**src/rtl/sram_handoff_pkg.sv**
```systemverilog
package sram_handoff_pkg;
   typedef enum logic [1:0] {
      OP_WRITE = 2'd0,
      OP_READ  = 2'd1,
      OP_START = 2'd2,
      OP_HALT  = 2'd3
   } usr_op_e;
endpackage

```
**src/rtl/hs_run_ctrl.sv**
```systemverilog
module hs_run_ctrl
   import sram_handoff_pkg::*;
#(
   parameter int ADDR_W      = 8,
   parameter logic [ADDR_W-1:0] CHECK_ADDR  = 8'hF0,
   parameter logic [ADDR_W-1:0] RESULT_ADDR = 8'hF4
)(
   input  logic              clk,
   input  logic              rst_n,
   input  logic              usr_cmd_valid,
   input  logic [1:0]        usr_cmd_op,
   input  logic              cpu_req,
   input  logic              cpu_we,
   input  logic [ADDR_W-1:0] cpu_addr,
   output logic              run,
   output logic              ready_pulse,
   output logic              done_pulse
);
   logic armed;
   logic start_cmd, halt_cmd, poll_hit, result_hit;

   assign start_cmd  = usr_cmd_valid && (usr_cmd_op == OP_START);
   assign halt_cmd   = usr_cmd_valid && (usr_cmd_op == OP_HALT);
   assign poll_hit   = armed && cpu_req && !cpu_we && (cpu_addr == CHECK_ADDR);
   assign result_hit = run && cpu_req && cpu_we && (cpu_addr == RESULT_ADDR);

   always_ff @(posedge clk or negedge rst_n) begin
      if (!rst_n) begin
         run         <= 1'b0;
         armed       <= 1'b1;
         ready_pulse <= 1'b0;
         done_pulse  <= 1'b0;
      end else begin
         if (halt_cmd)       run <= 1'b0;
         else if (start_cmd) run <= 1'b1;
         armed       <= halt_cmd | (armed & ~poll_hit);
         ready_pulse <= poll_hit;
         done_pulse  <= result_hit;
      end
   end
endmodule

```
**src/rtl/hs_port_mux.sv**
```systemverilog
module hs_port_mux
   import sram_handoff_pkg::*;
#(
   parameter int ADDR_W    = 8,
   parameter int DATA_W    = 32,
   parameter int READY_BIT = 1,
   parameter logic [ADDR_W-1:0] CHECK_ADDR = 8'hF0
)(
   input  logic              run,
   input  logic              usr_cmd_valid,
   input  logic [1:0]        usr_cmd_op,
   input  logic [ADDR_W-1:0] usr_addr,
   input  logic [DATA_W-1:0] usr_wdata,
   input  logic              cpu_req,
   input  logic              cpu_we,
   input  logic [ADDR_W-1:0] cpu_addr,
   input  logic [DATA_W-1:0] cpu_wdata,
   output logic [DATA_W-1:0] cpu_rdata,
   output logic [ADDR_W-1:0] sram_addr,
   output logic [DATA_W-1:0] sram_wdata,
   output logic              sram_wdata_en,
   output logic              sram_we,
   output logic              sram_oe,
   input  logic [DATA_W-1:0] sram_rdata
);
   logic [DATA_W-1:0] status_word;
   logic usr_wr, usr_rd, cpu_chk, cpu_wr, cpu_rd;

   for (genvar b = 0; b < DATA_W; b++) begin : g_status
      if (b == READY_BIT) begin : g_flag
         assign status_word[b] = run;
      end else begin : g_zero
         assign status_word[b] = 1'b0;
      end
   end

   assign usr_wr  = usr_cmd_valid && (usr_cmd_op == OP_WRITE);
   assign usr_rd  = usr_cmd_valid && (usr_cmd_op == OP_READ);
   assign cpu_chk = cpu_req && !cpu_we && (cpu_addr == CHECK_ADDR);
   assign cpu_wr  = cpu_req && cpu_we;
   assign cpu_rd  = cpu_req && !cpu_we && !cpu_chk;

   always_comb begin
      if (run) begin
         sram_addr     = cpu_addr;
         sram_wdata    = cpu_wdata;
         sram_we       = cpu_wr;
         sram_wdata_en = cpu_wr;
         sram_oe       = cpu_rd;
      end else begin
         sram_addr     = usr_addr;
         sram_wdata    = usr_wdata;
         sram_we       = usr_wr;
         sram_wdata_en = usr_wr;
         sram_oe       = usr_rd;
      end
      if (cpu_chk)             cpu_rdata = status_word;
      else if (run && cpu_rd)  cpu_rdata = sram_rdata;
      else                     cpu_rdata = '0;
   end
endmodule

```
**src/rtl/hs_user_read.sv**
```systemverilog
module hs_user_read
   import sram_handoff_pkg::*;
#(
   parameter int DATA_W = 32
)(
   input  logic              clk,
   input  logic              rst_n,
   input  logic              run,
   input  logic              usr_cmd_valid,
   input  logic [1:0]        usr_cmd_op,
   input  logic [DATA_W-1:0] sram_rdata,
   output logic [DATA_W-1:0] usr_rdata,
   output logic              usr_rvalid
);
   logic take;
   assign take = !run && usr_cmd_valid && (usr_cmd_op == OP_READ);

   always_ff @(posedge clk or negedge rst_n) begin
      if (!rst_n) begin
         usr_rdata  <= '0;
         usr_rvalid <= 1'b0;
      end else begin
         usr_rvalid <= take;
         if (take) usr_rdata <= sram_rdata;
      end
   end
endmodule

```
**src/rtl/sram_handoff_ctrl.sv**
```systemverilog
module sram_handoff_ctrl
   import sram_handoff_pkg::*;
#(
   parameter int ADDR_W    = 8,
   parameter int DATA_W    = 32,
   parameter int READY_BIT = 1,
   parameter logic [ADDR_W-1:0] CHECK_ADDR  = 8'hF0,
   parameter logic [ADDR_W-1:0] RESULT_ADDR = 8'hF4
)(
   input  logic              clk,
   input  logic              rst_n,
   input  logic              usr_cmd_valid,
   input  logic [1:0]        usr_cmd_op,
   input  logic [ADDR_W-1:0] usr_addr,
   input  logic [DATA_W-1:0] usr_wdata,
   output logic [DATA_W-1:0] usr_rdata,
   output logic              usr_rvalid,
   output logic              usr_ready_pulse,
   output logic              usr_done_pulse,
   output logic              run,
   input  logic              cpu_req,
   input  logic              cpu_we,
   input  logic [ADDR_W-1:0] cpu_addr,
   input  logic [DATA_W-1:0] cpu_wdata,
   output logic [DATA_W-1:0] cpu_rdata,
   output logic [ADDR_W-1:0] sram_addr,
   output logic [DATA_W-1:0] sram_wdata,
   output logic              sram_wdata_en,
   output logic              sram_we,
   output logic              sram_oe,
   input  logic [DATA_W-1:0] sram_rdata
);
   if (READY_BIT >= DATA_W) begin : g_bad_bit
      $error("READY_BIT must lie inside the data word");
   end
   if (CHECK_ADDR == RESULT_ADDR) begin : g_bad_addr
      $error("check and result addresses must differ");
   end

   hs_run_ctrl #(
      .ADDR_W(ADDR_W), .CHECK_ADDR(CHECK_ADDR), .RESULT_ADDR(RESULT_ADDR)
   ) u_run (
      .clk(clk), .rst_n(rst_n),
      .usr_cmd_valid(usr_cmd_valid), .usr_cmd_op(usr_cmd_op),
      .cpu_req(cpu_req), .cpu_we(cpu_we), .cpu_addr(cpu_addr),
      .run(run), .ready_pulse(usr_ready_pulse), .done_pulse(usr_done_pulse)
   );

   hs_port_mux #(
      .ADDR_W(ADDR_W), .DATA_W(DATA_W), .READY_BIT(READY_BIT), .CHECK_ADDR(CHECK_ADDR)
   ) u_mux (
      .run(run), .usr_cmd_valid(usr_cmd_valid), .usr_cmd_op(usr_cmd_op),
      .usr_addr(usr_addr), .usr_wdata(usr_wdata),
      .cpu_req(cpu_req), .cpu_we(cpu_we), .cpu_addr(cpu_addr),
      .cpu_wdata(cpu_wdata), .cpu_rdata(cpu_rdata),
      .sram_addr(sram_addr), .sram_wdata(sram_wdata), .sram_wdata_en(sram_wdata_en),
      .sram_we(sram_we), .sram_oe(sram_oe), .sram_rdata(sram_rdata)
   );

   hs_user_read #(.DATA_W(DATA_W)) u_rd (
      .clk(clk), .rst_n(rst_n), .run(run),
      .usr_cmd_valid(usr_cmd_valid), .usr_cmd_op(usr_cmd_op),
      .sram_rdata(sram_rdata), .usr_rdata(usr_rdata), .usr_rvalid(usr_rvalid)
   );
endmodule

```
**config.mk**
```make
export PLATFORM = sky130hd
export DESIGN_NAME = sram_handoff_ctrl
export DESIGN_NICKNAME = d
export VERILOG_FILES = /design/src/rtl/sram_handoff_pkg.sv /design/src/rtl/hs_run_ctrl.sv /design/src/rtl/hs_port_mux.sv /design/src/rtl/hs_user_read.sv /design/src/rtl/sram_handoff_ctrl.sv
export SDC_FILE = /design/constraint.sdc
export NUM_CORES = 1
export LEC_CHECK = 0
export BUFFER_PORTS_ARGS = -buffer_cell sky130_fd_sc_hd__buf_4
export CORE_AREA = 4 4 86 88
export CTS_CLUSTER_DIAMETER = 80
export DETAILED_ROUTE_END_ITERATION = 8
export DIE_AREA = 0 0 90 92
export GPL_ROUTABILITY_DRIVEN = 0
export PLACE_DENSITY_LB_ADDON = 0.08
export SETUP_SLACK_MARGIN = 0.02
export SYNTH_ARGS = -nofsm -noshare
export SYNTH_HDL_FRONTEND = slang
export SYNTH_SLANG_ARGS = --single-unit
```
**constraint.sdc**
```tcl
create_clock -name clk -period 4.4 [get_ports clk]
set_input_delay 0 -clock clk [delete_from_list [all_inputs] [get_ports clk]]
set_output_delay 0 -clock clk [all_outputs]
set_load 0.03 [all_outputs]
```
Word level (Yosys, flattened, before mapping)
Index checks and enable logic that the tools add are counted.
{"block": "totals", "input_bits": 119, "ff_bits": 37, "out_inout_bits": 111, "wordCells": 44}
{"block": "classes", "bitwise_logic": 3, "n_reduce_logical": 22, "n_eq_ne": 5, "n_mux": 8}
{"cell": "two-way mux 32 bit", "count": 3}
{"cell": "logical AND 1 bit", "count": 17}
{"cell": "equality test 8 bit, second input constant", "count": 2}
{"cell": "two-way mux 8 bit", "count": 1}
{"cell": "equality test 2 bit, second input constant", "count": 2}
{"cell": "two-way mux 1 bit", "count": 4}
{"cell": "zero test 1 bit", "count": 3}
{"cell": "equality test 2 x 1 -> 1 bit, second input constant", "count": 1}
{"cell": "zero test 2 bit", "count": 1}
{"cell": "nonzero test 2 bit", "count": 1}
{"cell": "bitwise AND 1 bit", "count": 1}
{"cell": "inverter 1 bit", "count": 1}
{"cell": "OR 1 bit", "count": 1}

Logic depth before layout (Yosys ltp)
Gate-level depths: netlist (run 1).
{"block": "depth", "ltp_word": 8, "ltp_mapped": 5, "depth_no_buf": 3}

Cells and area by module
Synthesis (run 1) repeated with hierarchy kept, for this count alone.
{"block": "hier_totals", "hier_cells": 177, "area_unflattened_um2": 2348.5}
{"mod": "hs_user_read", "seq_area_each_um2": 825.8, "area_each_um2": 1378.8, "cells_each": 70, "n_inst": 1}
{"mod": "hs_port_mux", "seq_area_each_um2": 0.0, "area_each_um2": 785.8, "cells_each": 91, "n_inst": 1}
{"mod": "hs_run_ctrl", "seq_area_each_um2": 101.3, "area_each_um2": 183.9, "cells_each": 16, "n_inst": 1}

Least setup slack after synthesis (run 1)
Ideal clock, no wire load.
{"block": "synth_timing", "kind": "flip-flop to output port", "from": "register u_run.run", "to": "output port sram_we", "path_buffers": 3, "path_stages_with_launch": 5, "slack_ns": 1.967, "arrival_ns": 2.433, "t_required_ns": 4.400, "path_cell_list": "dfrtp_1 buf_6 clkbuf_1 o41ai_1 buf_4"}
{"block": "synth_via", "elab_chain_len": 1}
{"item": "start: declaration", "line_no": "hs_run_ctrl.sv:15", "source": "output logic run,"}
{"item": "start signal: assignment", "line_no": "hs_run_ctrl.sv:29", "source": "run <= 1'b0;"}
{"item": "start signal: assignment", "line_no": "hs_run_ctrl.sv:34", "source": "if (halt_cmd) run <= 1'b0;"}
{"item": "start signal: assignment", "line_no": "hs_run_ctrl.sv:35", "source": "else if (start_cmd) run <= 1'b1;"}
{"item": "two-way mux 1 bit"}
{"item": "end: declaration", "line_no": "sram_handoff_ctrl.sv:29", "source": "output logic sram_we,"}
No other way between the ends.

Final worst setup path (run 1)
{"block": "layout_timing", "from": "register u_run.run", "to": "output port cpu_rdata[20]"}
{"block": "layout_via", "elab_chain_len": 3}
{"item": "logical AND 1 bit", "line_no": "hs_port_mux.sv:58", "source": "else if (run && cpu_rd) cpu_rdata = sram_rdata;"}
{"item": "two-way mux 32 bit", "line_no": "hs_port_mux.sv:58"}
{"item": "two-way mux 32 bit", "line_no": "hs_port_mux.sv:57", "source": "if (cpu_chk) cpu_rdata = status_word;"}
{"item": "end: declaration", "line_no": "sram_handoff_ctrl.sv:25", "source": "output logic [DATA_W-1:0] cpu_rdata,"}
No other way between the ends.

==> impl_metrics.csv, run 1 <==
group,metric,value,unit
status,status,"completed",
critical_path,max_stage_delay,1030,ps
timing,period_share,66.63,%
clock_tree,clock_latency,290,ps
timing,holdWs,17.56,ps
global_routing,grt_pass1_vias,2583,
yosys,netlist_area,0.002272,mm2
detailed_routing,drt_pre_antenna_iters,4,
critical_path,r2r_slack,2380,ps
detailed_routing,drc,0,
clock_tree,path_clk_slew,80,ps
place,dp_hpwl,6.697,mm
place,place_area,0.004035,mm2
timing,max_freq,341.1,MHz
floorplanning,rows,30,
run,cap_violations,0,
global_routing,grt_remaining_overflow,0,
yosys,yosys.cell_types.count,26,
global_routing,grtUsageTotal,20.59,%
detailed_routing,routed_wl,8.950,mm
critical_path,critPathKind,"reg -> out",
yosys,yosysSeqAreaShare,40.80,%
floorplanning,dieHeight,92,um
global_routing,grt_max_degree,48,
floorplanning,initial_core_util,34.20,%
critical_path,slowest_stage,"dfrtp_2",
critical_path,crit_fanout,47,
critical_path,arrival,2930,ps
detailed_routing,vias_per_cell,4.626,
yosys,synth_nets,294,
yosys,synth_warnings,0,
detailed_routing,wire_per_inst,17.15,um
global_routing,grt_first_pass_wirelength,13.63,mm
floorplanning,io_pins,230,
floorplanning,core,0.006644,mm2
power_and_ir_drop,p_leak,2.308,nW
clock_tree,cts_sinks,37,
detailed_routing,vias,2415,
floorplanning,dieArea,0.008280,mm2
finish,design_area,0.004532,mm2
yosys,netlist_instances,175,
finish,layout_commonest_cell,"buf_4",
critical_path,crit_family,"flip-flops",
timing,drv_slew,0,
clock_tree,cts_buffer_depth,2,
finish,antennaDiodeCount,0,
finish,area_delta_synth_final,99.45,%
place,dp_slack,1765,ps
timing,relSlewSlack,21.10,%
place,io_buffers,229,
detailed_routing,initialDrtViolationCount,55,
timing,fin_skew,9.320,ps
power_and_ir_drop,p_per_area,366.3,mW/mm2
clock_tree,cts_tree,"done",
finish,nets,560,
critical_path,cp.buffers_inverters,1,
critical_path,startpoint_type,"flop",
critical_path,cp_cell_sequence,"nand3b_1 -> a31oi_2 -> and2_1 -> buf_4",
timing,fin_crit,2932,ps
timing,finalWorstSetupSlack,1468,ps
detailed_routing,ant_nets,0,
timing,rsz0062_at_grt,"no",
clock_tree,cts_root_buf,"clkbuf_8",
finish,layout_common_cells,"231 x buf_4, 44 x mux2_2, 40 x dlygate4sd3_1",
floorplanning,die_x,90,um
power_and_ir_drop,max-vdd-ir-drop,0.2255,mV
yosys,synth-seq-cells,37,
hold_path,holdCritPathClass,"in -> reg",
finish,fin_cells,522,
timing,finalHoldViolations,0,
global_routing,antenna_found_initial,0,
timing,tns,0,ps
timing,tightest_slew,1180,ps
clock_tree,cts_max_level,2,
timing,finalSetupViolCount,0,
clock_tree,cts.repair.resized,0,
clock_tree,cts-buffers-inserted,5,
place,dp.cells,474,
critical_path,cp-end-kind,"primary output",
finish,drive_above_1_share,71.72,%
critical_path,cp.required,4400,ps
yosys,syn_avg_cell_area,12.98,um2
path summary, 6_finish.rpt:
path | startpoint | end | depth (start not counted)
min in group asynchronous | rst_n | u_rd.usr_rdata[11]$_DFFE_PN0P_ | 2
min | cpu_addr[3] | u_run.done_pulse$_DFF_PN0_ | 3
max | u_run.run$_DFFE_PN0P_ | cpu_rdata[20] | 4
max in group asynchronous | rst_n | u_run.run$_DFFE_PN0P_ | 2
max reg2reg | u_run.run$_DFFE_PN0P_ | u_rd.usr_rdata[28]$_DFFE_PN0P_ | 3
min reg2reg | u_rd.usr_rdata[22]$_DFFE_PN0P_ | u_rd.usr_rdata[22]$_DFFE_PN0P_ | 1
layout make-up:
cell class | instances | area (um2)
sequential | 37 | 928.4
tap | 80 | 100.1
multi-input combinational | 124 | 1265
inverter | 2 | 7.507
clock buffer | 6 | 82.58
fill | 508 | 2112
clock inverter | 2 | 13.76
timing repair buffer | 271 | 2135
report_power, final:
group	total (W)	internal [W]	leakage, nW	switching (W)
sequential	0.000501	0.000432	0.447	0.0000690
combinational	0.000912	0.000441	1.81	0.000471
clock	0.000247	0.000127	0.0512	0.000120
synthesized netlist by cell type:
cell type	n	area [um2]
a21oi_1	1	5.000
a31oi_1	3	18.77
a32o_1	1	10.01
and2_1	31	193.9
and4_1	1	8.760
buf_4	1	7.510
buf_6	4	45.04
clkbuf_1	7	26.28
dfrtp_1	36	900.9
dfstp_2	1	26.28
inv_1	1	3.750
inv_2	1	3.750
mux2_2	44	495.5
mux2_4	28	420.4
nand2_1	1	3.750
nand3_1	1	5.000
nand3b_1	1	7.510
nand4_1	3	18.77
nor2_1	1	3.750
nor2b_1	1	6.260
nor3_1	2	10.01
nor4_1	1	6.260
nor4b_4	1	23.77
o41ai_1	1	8.760
or2_2	1	6.260
or3_1	1	6.260
worst min-delay path: stages:
cell and delay, ps:
buf_4 90, or3_1 120, nor3_1 60
kinds of logic after synthesis:
group / Yosys count / share of synthesized area (%)
compound gates: 6 / 1.872
buf+inv: 14 / 3.799
flops: 37 / 40.80
mux: 72 / 40.31
simple gates: 46 / 13.22
per-layer routing:
layer / up-vias / track usage [%] / part of all wire, %
met5: - / 0 / 0
met4: 0 / 4.592 / 1.7
met3: 16 / 6.973 / 7.4
met2: 117 / 36.34 / 52
met1: 1131 / 24.20 / 38
li1: 1151 / - / -
per-stage QoR:
stage                     utilization, %  total power (W)
after floorplan                        -         0.001020
after global placement             60.73         0.001384
after detailed placement           60.73         0.001389
after CTS                          68.06         0.001675
after global routing               68.21         0.001738
final                              68.21         0.001660
flip-flops by register name, summed over array words and instances (netlist names):
name / count
u_rd.usr_rdata: 32
u_rd.usr_rvalid: 1
u_run.armed: 1
u_run.done_pulse: 1
u_run.ready_pulse: 1
u_run.run: 1
what timing repair did:
action / CTS / global route
endpoints found under the hold margin: 71 / 1
setup endpoints to repair: 0 / 0
hold buffers: 39 / 1
setup buffers: 0 / 0
No activity file was read; power rests on OpenSTA's default activity.
==> run 2, diff against run 1 <==
Settings changed: ABC_AREA set to 1, CORE_AREA 4 4 86 88 to 4 4 87 89, DIE_AREA 0 0 90 92 to 0 0 91 93.
Clock period 4.4 ns to 2.9 ns, I/O delays scaled along.
==> run 2 against run 1 <==
Die area grew 2.2%. Global-route usage down 0.65 points. Sequential share of layout area up 0.83 points. Core utilization fell by 3.8 points. Clock skew down 7.1 ps. Critical path depth is 2 higher. Flip-flop and latch count unchanged. Non-clock buffer count down 10. Synthesized cell count is 93% higher.
==> impl_metrics.csv, run 2 <==
group,metric,value,unit
finish,fillers,625,
yosys,syn_avg_cell_area,6.635,um2
floorplanning,initial_core_util,33.09,%
critical_path,slowest_stage,"dfrtp_1",
clock_tree,path_clk_slew,70,ps
power_and_ir_drop,p_per_area,566.5,mW/mm2
critical_path,max_stage_delay,360,ps
floorplanning,dieHeight,93,um
clock_tree,cts_max_level,2,
clock_tree,clock_latency,280,ps
clock_tree,hold_buffers,28,
critical_path,cp_cell_sequence,"buf_4 -> inv_2 -> nor2_2 -> nand2_2 -> nor2_1 -> buf_4",
critical_path,cp.required,2900,ps
floorplanning,die_x,91,um
global_routing,grt_first_pass_wirelength,13.53,mm
floorplanning,dieArea,0.008463,mm2
finish,multi_input_comb_area,0.001015,mm2
detailed_routing,vias,2888,
clock_tree,cts-buffers-inserted,5,
place,dp_hpwl,7.152,mm
floorplanning,io_pins,230,
yosys,async_reset_ff_share,100.0,%
yosys,yosysMostFrequentCell,"nand2_1",
timing,fin_crit,2023,ps
critical_path,crit_family,"simple AND/OR/NAND/NOR gates",
finish,layout_commonest_cell,"buf_4",
critical_path,startpoint_type,"flop",
global_routing,antenna_found_initial,0,
global_routing,grtUsageTotal,19.94,%
finish,seqCellArea,927.1,um2
timing,max_freq,494.3,MHz
finish,layout_common_cells,"233 x buf_4, 156 x nand2_1, 42 x inv_1",
clock_tree,cts_root_buf,"clkbuf_8",
finish,nets,705,
finish,fin_cells,667,
status,status,"completed",
critical_path,cp_common_cell,"buf_4",
critical_path,cp.buffers_inverters,3,
yosys,synth_top_area_share,40.29,%
yosys,synthTopCellsByArea,"dfrtp_1 40%, nand2_1 26%, inv_1 7.1%",
timing,drv_slew,0,
timing,finalWorstSetupSlack,876.9,ps
run,cap_violations,0,
finish,area_delta_synth_final,94.52,%
critical_path,cp-end-kind,"primary output",
detailed_routing,initialDrtViolationCount,79,
timing,finalSetupViolCount,0,
global_routing,grt_max_degree,46,
place,io_buffers,229,
yosys,ys.flop_type,"dfrtp_1",
timing,rsz0062_at_grt,"no",
detailed_routing,drt_pre_antenna_iters,4,
timing,tightest_slew,741.6,ps
clock_tree,cts_sinks,37,
detailed_routing,ant_nets,0,
detailed_routing,drc,0,
timing,relSlewSlack,50.50,%
yosys,netlist_area,0.002236,mm2
clock_tree,cts.repair.resized,0,
detailed_routing,vias_per_cell,4.330,
yosys,synth_nets,456,
floorplanning,rows,30,
yosys,synthTopCellsByCount,"156 x nand2_1, 42 x inv_1, 36 x dfrtp_1, 36 x nor2_1, 16 x o21ai_1",
power_and_ir_drop,max-vdd-ir-drop,0.2472,mV
clock_tree,cts_buffer_depth,2,
yosys,synth_area_leader_cell,"dfrtp_1",
detailed_routing,routed_wl,8.948,mm
timing,period_share,69.76,%
clock_tree,cts_tree,"done",
clock_tree,post_cts_buffers,0,
yosys,synth-seq-cells,37,
finish,largest_reg_flops,32,
power_and_ir_drop,p_leak,2.629,nW
yosys,netlist_instances,337,
global_routing,grt_remaining_overflow,0,
power_and_ir_drop,total_power,0.002464,W
finish,top_register,"u_rd.usr_rdata",
critical_path,crit_fanout,39,
yosys,synth_edf_count,0,
floorplanning,core,0.006756,mm2
critical_path,critPathKind,"reg -> out",
yosys,yosys.cell_types.count,20,
hold_path,holdCritPathClass,"in -> reg",
yosys,yosysSeqAreaShare,41.47,%
detailed_routing,wire_per_inst,13.42,um
finish,antennaDiodeCount,0,
place,dp.cells,631,
yosys,synth_warnings,0,
timing,tns,0,ps
place,dp_slack,1085,ps
global_routing,grt_pass1_vias,2714,
critical_path,arrival,2020,ps
finish,drive_above_1_share,44.29,%
finish,fin_util,64.37,%
timing,fin_skew,2.268,ps
timing,finalHoldViolations,0,
-- run 2: cell types whose count changed after synthesis, moves of 4 or more --
cell,previous run,this run
and2_1,31,0
buf_2,0,7
clkbuf_1,7,3
inv_1,1,42
mux2_2,44,0
mux2_4,28,0
nand2_1,1,156
nor2_1,1,36
o21ai_0,0,6
o21ai_1,0,16
o21ai_2,0,14
-- run 2: logic make-up (layout without fill, tap and decap cells) --
| logic type | after synthesis | in the layout | share of synthesized area, % |
|---|---|---|---|
| and+or+nand+nor | 200 | 200 | 34.41 |
| buffers and inverters | 62 | 312 | 13.15 |
| AOI/OAI and AO/OA | 38 | 38 | 10.97 |
| DFF | 37 | 37 | 41.47 |
-- run 2: through the flow --
stage          hold slack [ps]  cell area [um2]
5_1_grt                  1.843             4349
2_1_floorplan           -295.6             2236
3_3_place_gp            -12.59             3953
4_1_cts                 0.8388             4349
6_report                 1.487             4349
3_5_place_dp            -10.16             3953
-- run 2: final cells by class --
| type | instances | area share [%] |
|---|---|---|
| Timing Repair Buffer | 261 | 46.66 |
| Multi-Input combinational cell | 238 | 23.33 |
| Sequential cell | 37 | 21.32 |
| Inverter | 43 | 3.711 |
| Tap cell | 80 | 2.301 |
| Clock buffer | 7 | 1.985 |
| Clock inverter | 1 | 0.6904 |
-- run 2: worst register-to-register path, cell delays in order (launching register included) --
cell	delay, ps
dfrtp_1	390
nor2_2	140
nand3_2	580
buf_4	470
nand2_1	90
o21ai_2	50
-- run 2: metal layers --
layer | vias to the layer above | part of all wire (%) | track usage [%]
met2 | 132 | 54 | 37.71
met4 | 0 | 1.4 | 4.648
li1 | 1497 | - | -
met3 | 9 | 9.4 | 6.275
met1 | 1250 | 36 | 21.62
met5 | - | 0 | 0
-- run 2: path summary, 6_finish.rpt --
| path | start | endpoint | slack (ps) | cells after the start |
|---|---|---|---|---|
| min in group asynchronous | rst_n | u_rd.usr_rdata[12]$_DFFE_PN0P_ | 210 | 2 |
| worst min-delay path | sram_rdata[23] | u_rd.usr_rdata[23]$_DFFE_PN0P_ | 1 | 3 |
| max in group asynchronous | rst_n | u_run.armed$_DFF_PN1_ | 2330 | 2 |
| worst max-delay path | u_run.run$_DFFE_PN0P_ | cpu_rdata[24] | 880 | 6 |
| worst max register to register | u_run.run$_DFFE_PN0P_ | u_rd.usr_rdata[15]$_DFFE_PN0P_ | 1090 | 5 |
| worst min register to register | u_run.armed$_DFF_PN1_ | u_run.armed$_DFF_PN1_ | 460 | 2 |
-- run 2: report_power, final --
group	total (W)	switching [W]	internal [W]
clock	0.000453	0.000173	0.000280
sequential	0.000708	0.0000673	0.000641
combinational	0.00130	0.000790	0.000512
